==> config.mk <==
export PLATFORM = sky130hd
export DESIGN_NAME = ffirst_trunc
export DESIGN_NICKNAME = d
export VERILOG_FILES = /design/src/rtl/ffirst_pkg.sv /design/src/rtl/ffirst_judge.sv /design/src/rtl/ffirst_len_ctrl.sv /design/src/rtl/ffirst_trunc.sv
export SDC_FILE = /design/constraint.sdc
export NUM_CORES = 1
export LEC_CHECK = 0
export ABC_AREA = 1
export ABC_CLOCK_PERIOD_IN_PS = 2200
export BUFFER_PORTS_ARGS = -buffer_cell sky130_fd_sc_hd__buf_4
export CORE_ASPECT_RATIO = 1.75
export CORE_MARGIN = 3
export CORE_UTILIZATION = 40
export DETAILED_ROUTE_END_ITERATION = 6
export PLACE_DENSITY_LB_ADDON = 0.12
export SYNTH_ARGS = -nofsm -noshare
export SYNTH_HDL_FRONTEND = slang
export SYNTH_SLANG_ARGS = --single-unit
export TNS_END_PERCENT = 30
==> constraint.sdc <==
create_clock -name clk -period 2.2 [get_ports clk]
set_input_delay 0.44 -clock clk [delete_from_list [all_inputs] [get_ports clk]]
set_output_delay 0.44 -clock clk [all_outputs]
set_load 0.01 [all_outputs]
==> src/rtl/ffirst_pkg.sv <==
package ffirst_pkg;
  localparam int CR_W  = 4;
  localparam int SEL_W = $clog2(CR_W);

  typedef enum logic {
    FF_MEM  = 1'b0,
    FF_COND = 1'b1
  } ff_mode_e;

  typedef struct packed {
    ff_mode_e           mode;
    logic [SEL_W-1:0]   bsel;
    logic               inv;
    logic               vli;
    logic               rc;
    logic               rc1;
  } ff_cfg_t;
endpackage

==> src/rtl/ffirst_judge.sv <==
module ffirst_judge
  import ffirst_pkg::*;
(
  input  ff_cfg_t         cfg,
  input  logic            first,
  input  logic            exc,
  input  logic [CR_W-1:0] cr,
  output logic            fail,
  output logic            fault0,
  output logic            res_ok,
  output logic            cr_ok
);
  logic tbit;

  assign tbit = cr[cfg.bsel];

  always_comb begin
    fail   = 1'b0;
    fault0 = 1'b0;
    res_ok = 1'b0;
    cr_ok  = 1'b0;
    if (cfg.mode == FF_COND) begin
      fail   = (tbit == cfg.inv);
      res_ok = !fail && !cfg.rc1;
      cr_ok  = !fail && (cfg.rc || cfg.rc1);
    end else begin
      fail   = exc && !first;
      fault0 = exc && first;
      res_ok = !exc;
    end
  end
endmodule

==> src/rtl/ffirst_len_ctrl.sv <==
module ffirst_len_ctrl
  import ffirst_pkg::*;
#(
  parameter int VL_W = 7
) (
  input  logic            clk,
  input  logic            rst_n,
  input  logic            start,
  input  logic [VL_W-1:0] vl_in,
  input  ff_cfg_t         cfg_in,
  input  logic            accept,
  input  logic            fail,
  input  logic            fault0,
  output ff_cfg_t         cfg_q,
  output logic            busy,
  output logic [VL_W-1:0] idx,
  output logic            done,
  output logic            trap,
  output logic [VL_W-1:0] new_vl
);
  localparam logic [VL_W-1:0] ONE = VL_W'(1);

  logic [VL_W-1:0] vl_cap;
  logic            last;
  logic            keep_fail;

  assign last      = (idx == vl_cap - ONE);
  assign keep_fail = (cfg_q.mode == FF_COND) && cfg_q.vli && !cfg_q.rc;

  always_ff @(posedge clk) begin
    if (!rst_n) begin
      busy   <= 1'b0;
      idx    <= '0;
      vl_cap <= '0;
      cfg_q  <= '0;
      done   <= 1'b0;
      trap   <= 1'b0;
      new_vl <= '0;
    end else begin
      done <= 1'b0;
      trap <= 1'b0;
      if (!busy) begin
        if (start) begin
          cfg_q  <= cfg_in;
          vl_cap <= vl_in;
          idx    <= '0;
          if (vl_in == '0) begin
            done   <= 1'b1;
            new_vl <= '0;
          end else begin
            busy <= 1'b1;
          end
        end
      end else if (accept) begin
        if (fail) begin
          busy   <= 1'b0;
          done   <= 1'b1;
          new_vl <= keep_fail ? idx + ONE : idx;
        end else if (fault0) begin
          busy   <= 1'b0;
          done   <= 1'b1;
          trap   <= 1'b1;
          new_vl <= vl_cap;
        end else if (last) begin
          busy   <= 1'b0;
          done   <= 1'b1;
          new_vl <= vl_cap;
        end else begin
          idx <= idx + ONE;
        end
      end
    end
  end

  AST_DONE_PULSE: assert property (@(posedge clk) disable iff (!rst_n)
    done |=> !done);
  AST_VL_NO_GROW: assert property (@(posedge clk) disable iff (!rst_n)
    done && (cfg_q.mode == FF_COND) && !keep_fail |-> new_vl < vl_cap || new_vl == vl_cap);
  AST_MEM_NONZERO: assert property (@(posedge clk) disable iff (!rst_n)
    done && (cfg_q.mode == FF_MEM) && (vl_cap != '0) |-> new_vl != '0);
  AST_TRAP_KEEPS_VL: assert property (@(posedge clk) disable iff (!rst_n)
    trap |-> done && new_vl == vl_cap);
  AST_IDX_HOLD: assert property (@(posedge clk) disable iff (!rst_n)
    busy && !accept |=> $stable(idx));
  AST_START_IGNORED: assert property (@(posedge clk) disable iff (!rst_n)
    busy && start && !accept |=> $stable(vl_cap));
endmodule

==> src/rtl/ffirst_trunc.sv <==
module ffirst_trunc
  import ffirst_pkg::*;
#(
  parameter int VL_W = 7
) (
  input  logic             clk,
  input  logic             rst_n,
  input  logic             start,
  input  logic [VL_W-1:0]  vl_in,
  input  logic             mode,
  input  logic [SEL_W-1:0] bit_sel,
  input  logic             inv,
  input  logic             vli,
  input  logic             rc,
  input  logic             rc1,
  input  logic             elem_valid,
  output logic             elem_ready,
  input  logic             elem_exc,
  input  logic [CR_W-1:0]  elem_cr,
  output logic             res_we,
  output logic             cr_we,
  output logic [VL_W-1:0]  elem_idx,
  output logic             busy,
  output logic             done,
  output logic             trap,
  output logic [VL_W-1:0]  new_vl
);
  ff_cfg_t cfg_in, cfg_q;
  logic    accept, fail, fault0, res_ok, cr_ok;

  assign cfg_in = '{mode: ff_mode_e'(mode), bsel: bit_sel, inv: inv,
                    vli: vli, rc: rc, rc1: rc1};

  assign elem_ready = busy;
  assign accept     = elem_valid && busy;
  assign res_we     = accept && res_ok;
  assign cr_we      = accept && cr_ok;

  ffirst_judge u_judge (
    .cfg    (cfg_q),
    .first  (elem_idx == '0),
    .exc    (elem_exc),
    .cr     (elem_cr),
    .fail   (fail),
    .fault0 (fault0),
    .res_ok (res_ok),
    .cr_ok  (cr_ok)
  );

  ffirst_len_ctrl #(.VL_W(VL_W)) u_len (
    .clk    (clk),
    .rst_n  (rst_n),
    .start  (start),
    .vl_in  (vl_in),
    .cfg_in (cfg_in),
    .accept (accept),
    .fail   (fail),
    .fault0 (fault0),
    .cfg_q  (cfg_q),
    .busy   (busy),
    .idx    (elem_idx),
    .done   (done),
    .trap   (trap),
    .new_vl (new_vl)
  );

  AST_NO_WE_IDLE: assert property (@(posedge clk) disable iff (!rst_n)
    !accept |-> !res_we && !cr_we);
  AST_RC1_NO_RESULT: assert property (@(posedge clk) disable iff (!rst_n)
    (cfg_q.mode == FF_COND) && cfg_q.rc1 |-> !res_we);
  AST_FAIL_NO_WRITE: assert property (@(posedge clk) disable iff (!rst_n)
    accept && (fail || fault0) |-> !res_we && !cr_we);
  AST_MEM_NO_CR: assert property (@(posedge clk) disable iff (!rst_n)
    (cfg_q.mode == FF_MEM) |-> !cr_we);
endmodule

* Word level (Yosys, flattened, before mapping)
Cells that the tools add are included.
Operators by class: add/subtract/negate cells 2, reductions and logical operators 23, equal/unequal tests 7, bitwise gates (word level) 3, order comparisons 1, multiplexer cells 35
Operators with widths (number):
- $mux 7 | 14
- $mux 1 | 20
- $logic_not 7->1 | 2
- $logic_and 1x1->1 | 9
- $ne 2x2->1 const B | 4
- $add 7x1->7 const B | 1
- $eq 7x7->1 | 1
- $sub 7x1->7 const B | 1
- $logic_not 1->1 | 5
- $reduce_and 5->1 | 1
- $ne 4x4->1 const B | 1
- $reduce_and 4->1 | 1
- $reduce_bool 2->1 | 2
- $reduce_or 4->1 | 1
- $lt 2x3->1 const B | 1
- $not 1->1 | 3
- $bmux 1 s2 | 1
- $reduce_and 2->1 | 1
- $eq 1x1->1 | 1
- $logic_or 1x1->1 | 1
Word-level totals: output and inout port bits 20, flip-flop bits (word level) 31, word-level logic and storage cells 83

* Logic depth before layout (Yosys ltp)
depth after elaboration 7, mapped depth 15

* Modules after synthesis
A second synthesis with hierarchy kept.
Unflattened totals: cells, all modules 295, area, all modules 1900.6 um^2
By module, submodules not included:
- ffirst_len_ctrl | area an instance 1734.2 um^2, cells an instance 257, times used 1, sequential area each 620.6 um^2
- ffirst_judge | area an instance 110.1 um^2, cells an instance 24, times used 1, sequential area each 0.0 um^2
- ffirst_trunc | area an instance 56.3 um^2, cells an instance 14, times used 1, sequential area each 0.0 um^2

* Least setup slack after synthesis
OpenSTA, ideal clock, no wires.
path kind register to register, start register u_len.idx[0], end register u_len.new_vl[3], period minus slack after synthesis 1701 ps, required time 2087 ps, cell stages (with the launch flop) 16, library setup time 113 ps, data arrival time 1588 ps, path slack 499 ps, cells stage by stage dfxtp_1 clkbuf_2 inv_1 ha_1 inv_1 nor3_2 nand2_1 nand2_1 nand2_2 nand2_2 inv_2 nand2_1 nand2_1 nor2_1 nor2_1 nor2_1
Between the ends: word-level cells in the longest chain between the ends 7
Ends and longest elaborated chain:
- start, declared | line ffirst_len_ctrl.sv:16 | output logic [VL_W-1:0] idx,
- start signal, assigned | line ffirst_len_ctrl.sv:69 | idx <= idx + ONE;
- parallel branches: the longest is 7 deep, another holds $add 7x1->7
- end signal, assigned | line ffirst_len_ctrl.sv:58 | new_vl <= keep_fail ? idx + ONE : idx;
- end signal, assigned | line ffirst_len_ctrl.sv:63 | new_vl <= vl_cap;
- end signal, assigned | line ffirst_len_ctrl.sv:67 | new_vl <= vl_cap;
- end, declared | line ffirst_len_ctrl.sv:19 | output logic [VL_W-1:0] new_vl
Parallel ways; which one is timed is not known. The select of a mux whose other input is x is not followed. A chain may end at the register's enable or synchronous reset.

* Final worst setup path
start register u_len.vl_cap[0], end register u_len.new_vl[3]
Between the ends: word-level cells in the longest chain between the ends 4
Ends and longest elaborated chain:
- start, declared | line ffirst_len_ctrl.sv:23 | logic [VL_W-1:0] vl_cap;
- start signal, assigned | line ffirst_len_ctrl.sv:45 | vl_cap <= vl_in;
- $sub 7x1->7 | line ffirst_len_ctrl.sv:27 | assign last = (idx == vl_cap - ONE);
- $eq 7x7->1 | line ffirst_len_ctrl.sv:27
- $ne 4x4->1 (no source line)
- $reduce_and 4->1 (no source line)
Every way passes these cells.

==> impl_metrics.py <==
metrics = {
    "timing": {
        "period_minus_slack_ns": 1.96,
        "worst_pin_slew_ns": 0.403,
        "fmax_mhz": 510,
        "finalMaxSlewViolations": 0,
        "max_slew_margin": 0.729,
        "rsz0062_at_grt": "false",
        "tns_ns": 0,
        "hold_viol": 0,
        "period_share": 0.892,
        "skew_ns": 0.00597,
        "setup_violations": 0,
    },
    "synth": {
        "synth_ff_type": "dfxtp_1",
        "synth_cell_types": 32,
        "synth_top_area_frac": 0.313,
        "synth_edf_count": 0,
        "synth_fp_nets": 340,
        "async_reset_ff_frac": 0,
        "ys_top_cells_by_area": "dfxtp_1 (31%), nand2_1 (16%), nand3_1 (8.8%)",
        "synth_seq_area_share": 0.313,
        "synth_area_per_cell_um2": 6.31,
        "synth_seq_cells": 31,
        "synth_area_leader_cell": "dfxtp_1",
        "synthesis.area_mm2": 0.00198,
        "syn_inst": 314,
        "ys.warnings.count": 0,
    },
    "clock_tree": {
        "postCtsSetupBuffers": 0,
        "clock_sinks": 31,
        "ctsHoldBuffers": 0,
        "cts_inserted_buffers": 5,
        "cts_resized": 0,
        "cts_buffer_depth": 2,
        "clk_latency_ns": 0.28,
        "tritoncts": "yes",
        "cts.htree.levels": 2,
        "cts-root-buf": "clkbuf_8",
        "path_clk_slew_ns": 0.07,
    },
    "setup_path": {
        "crit_buf_inv": 1,
        "slowest_stage": "dfxtp_1",
        "crit_type": "reg2reg",
        "worstSetupEndpointType": "flop",
        "arrival_ns": 2.18,
        "path_cells": "inv_1, ha_1, xor2_1, nand3_1, nor2_1, nand3_2, nand3_4, nand2_4, nand2_1, nand2_1, nor2_1",
        "crit_fanout": 9,
        "required_ns": 2.42,
        "cp-start-kind": "flop",
        "critical-path-top-delay-family": "simple AND/OR/NAND/NOR gates",
        "cp_slowest_stage_delay_ns": 0.39,
    },
    "finish": {
        "fin_nets": 381,
        "n_antenna_cell": 0,
        "stdcell_area_mm2": 0.00240,
        "drive_gt1_frac": 0.197,
        "num-fill-cells": 516,
        "area_growth_pct": 21.4,
    },
    "power": {
        "p_per_area_mw_per_mm2": 595,
        "peakVddDrop_v": 0.000338,
        "total_power_mw": 1.43,
        "leakage_nw": 1.18,
    },
    "detailed_routing": {
        "vias": 2025,
        "dr.first_iter.drc_count": 72,
        "firstDrtPassIters": 4,
        "vias_per_cell": 4.98,
        "drc": 0,
        "wl_um": 5390,
        "routedWlPerCell_um": 13.2,
        "antenna_left": 0,
    },
    "floorplan": {
        "rows": 33,
        "start_util": 0.417,
        "dieArea_mm2": 0.00587,
        "core_mm2": 0.00475,
        "pin_count": 43,
        "die_x_um": 59.2,
        "die_y_um": 99.1,
    },
    "grt": {
        "gr-usage-all-layers": 0.201,
        "antenna_found_initial": 0,
        "grt.overflow.total": 0,
        "grt_pass1_wl_um": 8950,
        "grt_pass1_vias": 1955,
        "grt_start_max_net_pins": 24,
    },
    "job": {
        "maxCapViolations": 0,
    },
    "hold_path": {
        "hold_class": "in2reg",
    },
    "outcome": {
        "status": "finished clean",
    },
    "placed_design": {
        "hpwl_um": 4280,
        "numPortBuffers": 42,
        "placed_area_mm2": 0.00232,
        "gp_congestion": 0.866,
    },
}
-- power breakdown --
part	switching, mW	internal, mW	total [mW]
logic	0.204	0.138	0.342
registers	0.0293	0.596	0.626
clock network	0.218	0.245	0.463
total	0.451	0.979	1.43
-- through the flow --
step	setup WS (ns)	hold WS [ns]	std cells	util
after floorplan	0.499	0.444	314	-
after global placement	0.262	0.457	400	0.488
after detailed placement	0.244	0.463	400	0.488
after CTS	0.234	0.399	407	0.506
after global routing	0.00788	0.414	407	0.506
final	0.238	0.405	407	0.506
-- flip-flops by register name, summed over array words and instances (netlist names) --
| signal | flops |
|---|---|
| u_len.done | 1 |
| u_len.idx | 7 |
| u_len.trap | 1 |
| u_len.busy | 1 |
| u_len.cfg_q | 7 |
| u_len.vl_cap | 7 |
| u_len.new_vl | 7 |
-- cell usage in the layout, fill, tap and decap left out, drive strengths merged --
cell | synthesis | final
a21oi | 24 | 24
buf | 7 | 46
clkbuf | 5 | 6
clkinv | 1 | 2
dfxtp | 31 | 31
ha | 3 | 3
inv | 37 | 37
mux2i | 1 | 1
nand2 | 87 | 87
nand3 | 39 | 39
nand4 | 2 | 2
nor2 | 44 | 44
nor3 | 3 | 3
nor4 | 1 | 1
o21ai | 20 | 20
o32ai | 1 | 1
xnor2 | 1 | 1
xor2 | 7 | 7
-- synthesized netlist by cell type, types with 2 or more instances --
cell type,instances
o21ai_0,17
nor2_1,41
o21ai_1,2
xor2_1,7
buf_2,2
buf_6,2
nand2_1,83
nand4_1,2
nand3_1,35
dfxtp_1,31
buf_4,3
nand3_2,3
nor2_2,2
nor3_1,2
clkbuf_1,4
inv_1,34
ha_1,3
inv_2,3
a21oi_1,23
nand2_2,3
-- metal layers --
metal / track usage / part of all wire / vias to the layer above
li1: - / - / 1076
met1: 0.218 / 0.40 / 891
met2: 0.365 / 0.53 / 48
met3: 0.0286 / 0.034 / 10
met4: 0.0942 / 0.030 / 0
met5: 0 / 0 / -
-- path summary, 6_finish.rpt --
| path | end | from | cells after the start | slack (ns) |
|---|---|---|---|---|
| setup reg to reg | u_len.new_vl[3] | u_len.vl_cap[0] | 11 | 0.24 |
| hold / removal | u_len.cfg_q[1] | rc | 3 | 0.40 |
| hold reg to reg | u_len.cfg_q[3] | u_len.cfg_q[3] | 2 | 0.47 |
| setup / recovery | u_len.new_vl[3] | u_len.vl_cap[0] | 11 | 0.24 |
-- cell type report --
| cell class | count | area (um2) | area share |
|---|---|---|---|
| Timing Repair Buffer | 46 | 345 | 0.144 |
| Tap cell | 52 | 65.1 | 0.0271 |
| Sequential cell | 31 | 621 | 0.258 |
| Clock buffer | 6 | 82.6 | 0.0344 |
| Inverter | 38 | 143 | 0.0593 |
| Multi-Input combinational cell | 233 | 1140 | 0.475 |
| Clock inverter | 1 | 5.00 | 0.00208 |
-- kinds of logic (layout without fill, tap and decap cells) --
kind of cell | count (synthesis) | in the layout | share of synthesized area
AND/OR/NAND/NOR | 176 | 176 | 0.394
buffers and inverters | 50 | 91 | 0.110
AO/OA/AOI/OAI | 45 | 45 | 0.123
flip-flops | 31 | 31 | 0.313
XOR/XNOR | 8 | 8 | 0.0354
adder cells (fa/ha/maj) | 3 | 3 | 0.0190
multiplexers | 1 | 1 | 0.00505
-- worst reg2reg max path, stage by stage (launching register included) --
cell	delay, ns
dfxtp_1	0.39
inv_1	0.15
ha_1	0.34
xor2_1	0.17
nand3_1	0.09
nor2_1	0.13
nand3_2	0.16
nand3_4	0.15
nand2_4	0.10
nand2_1	0.07
nand2_1	0.05
nor2_1	0.11
No activity file was read; power rests on OpenSTA's default activity.
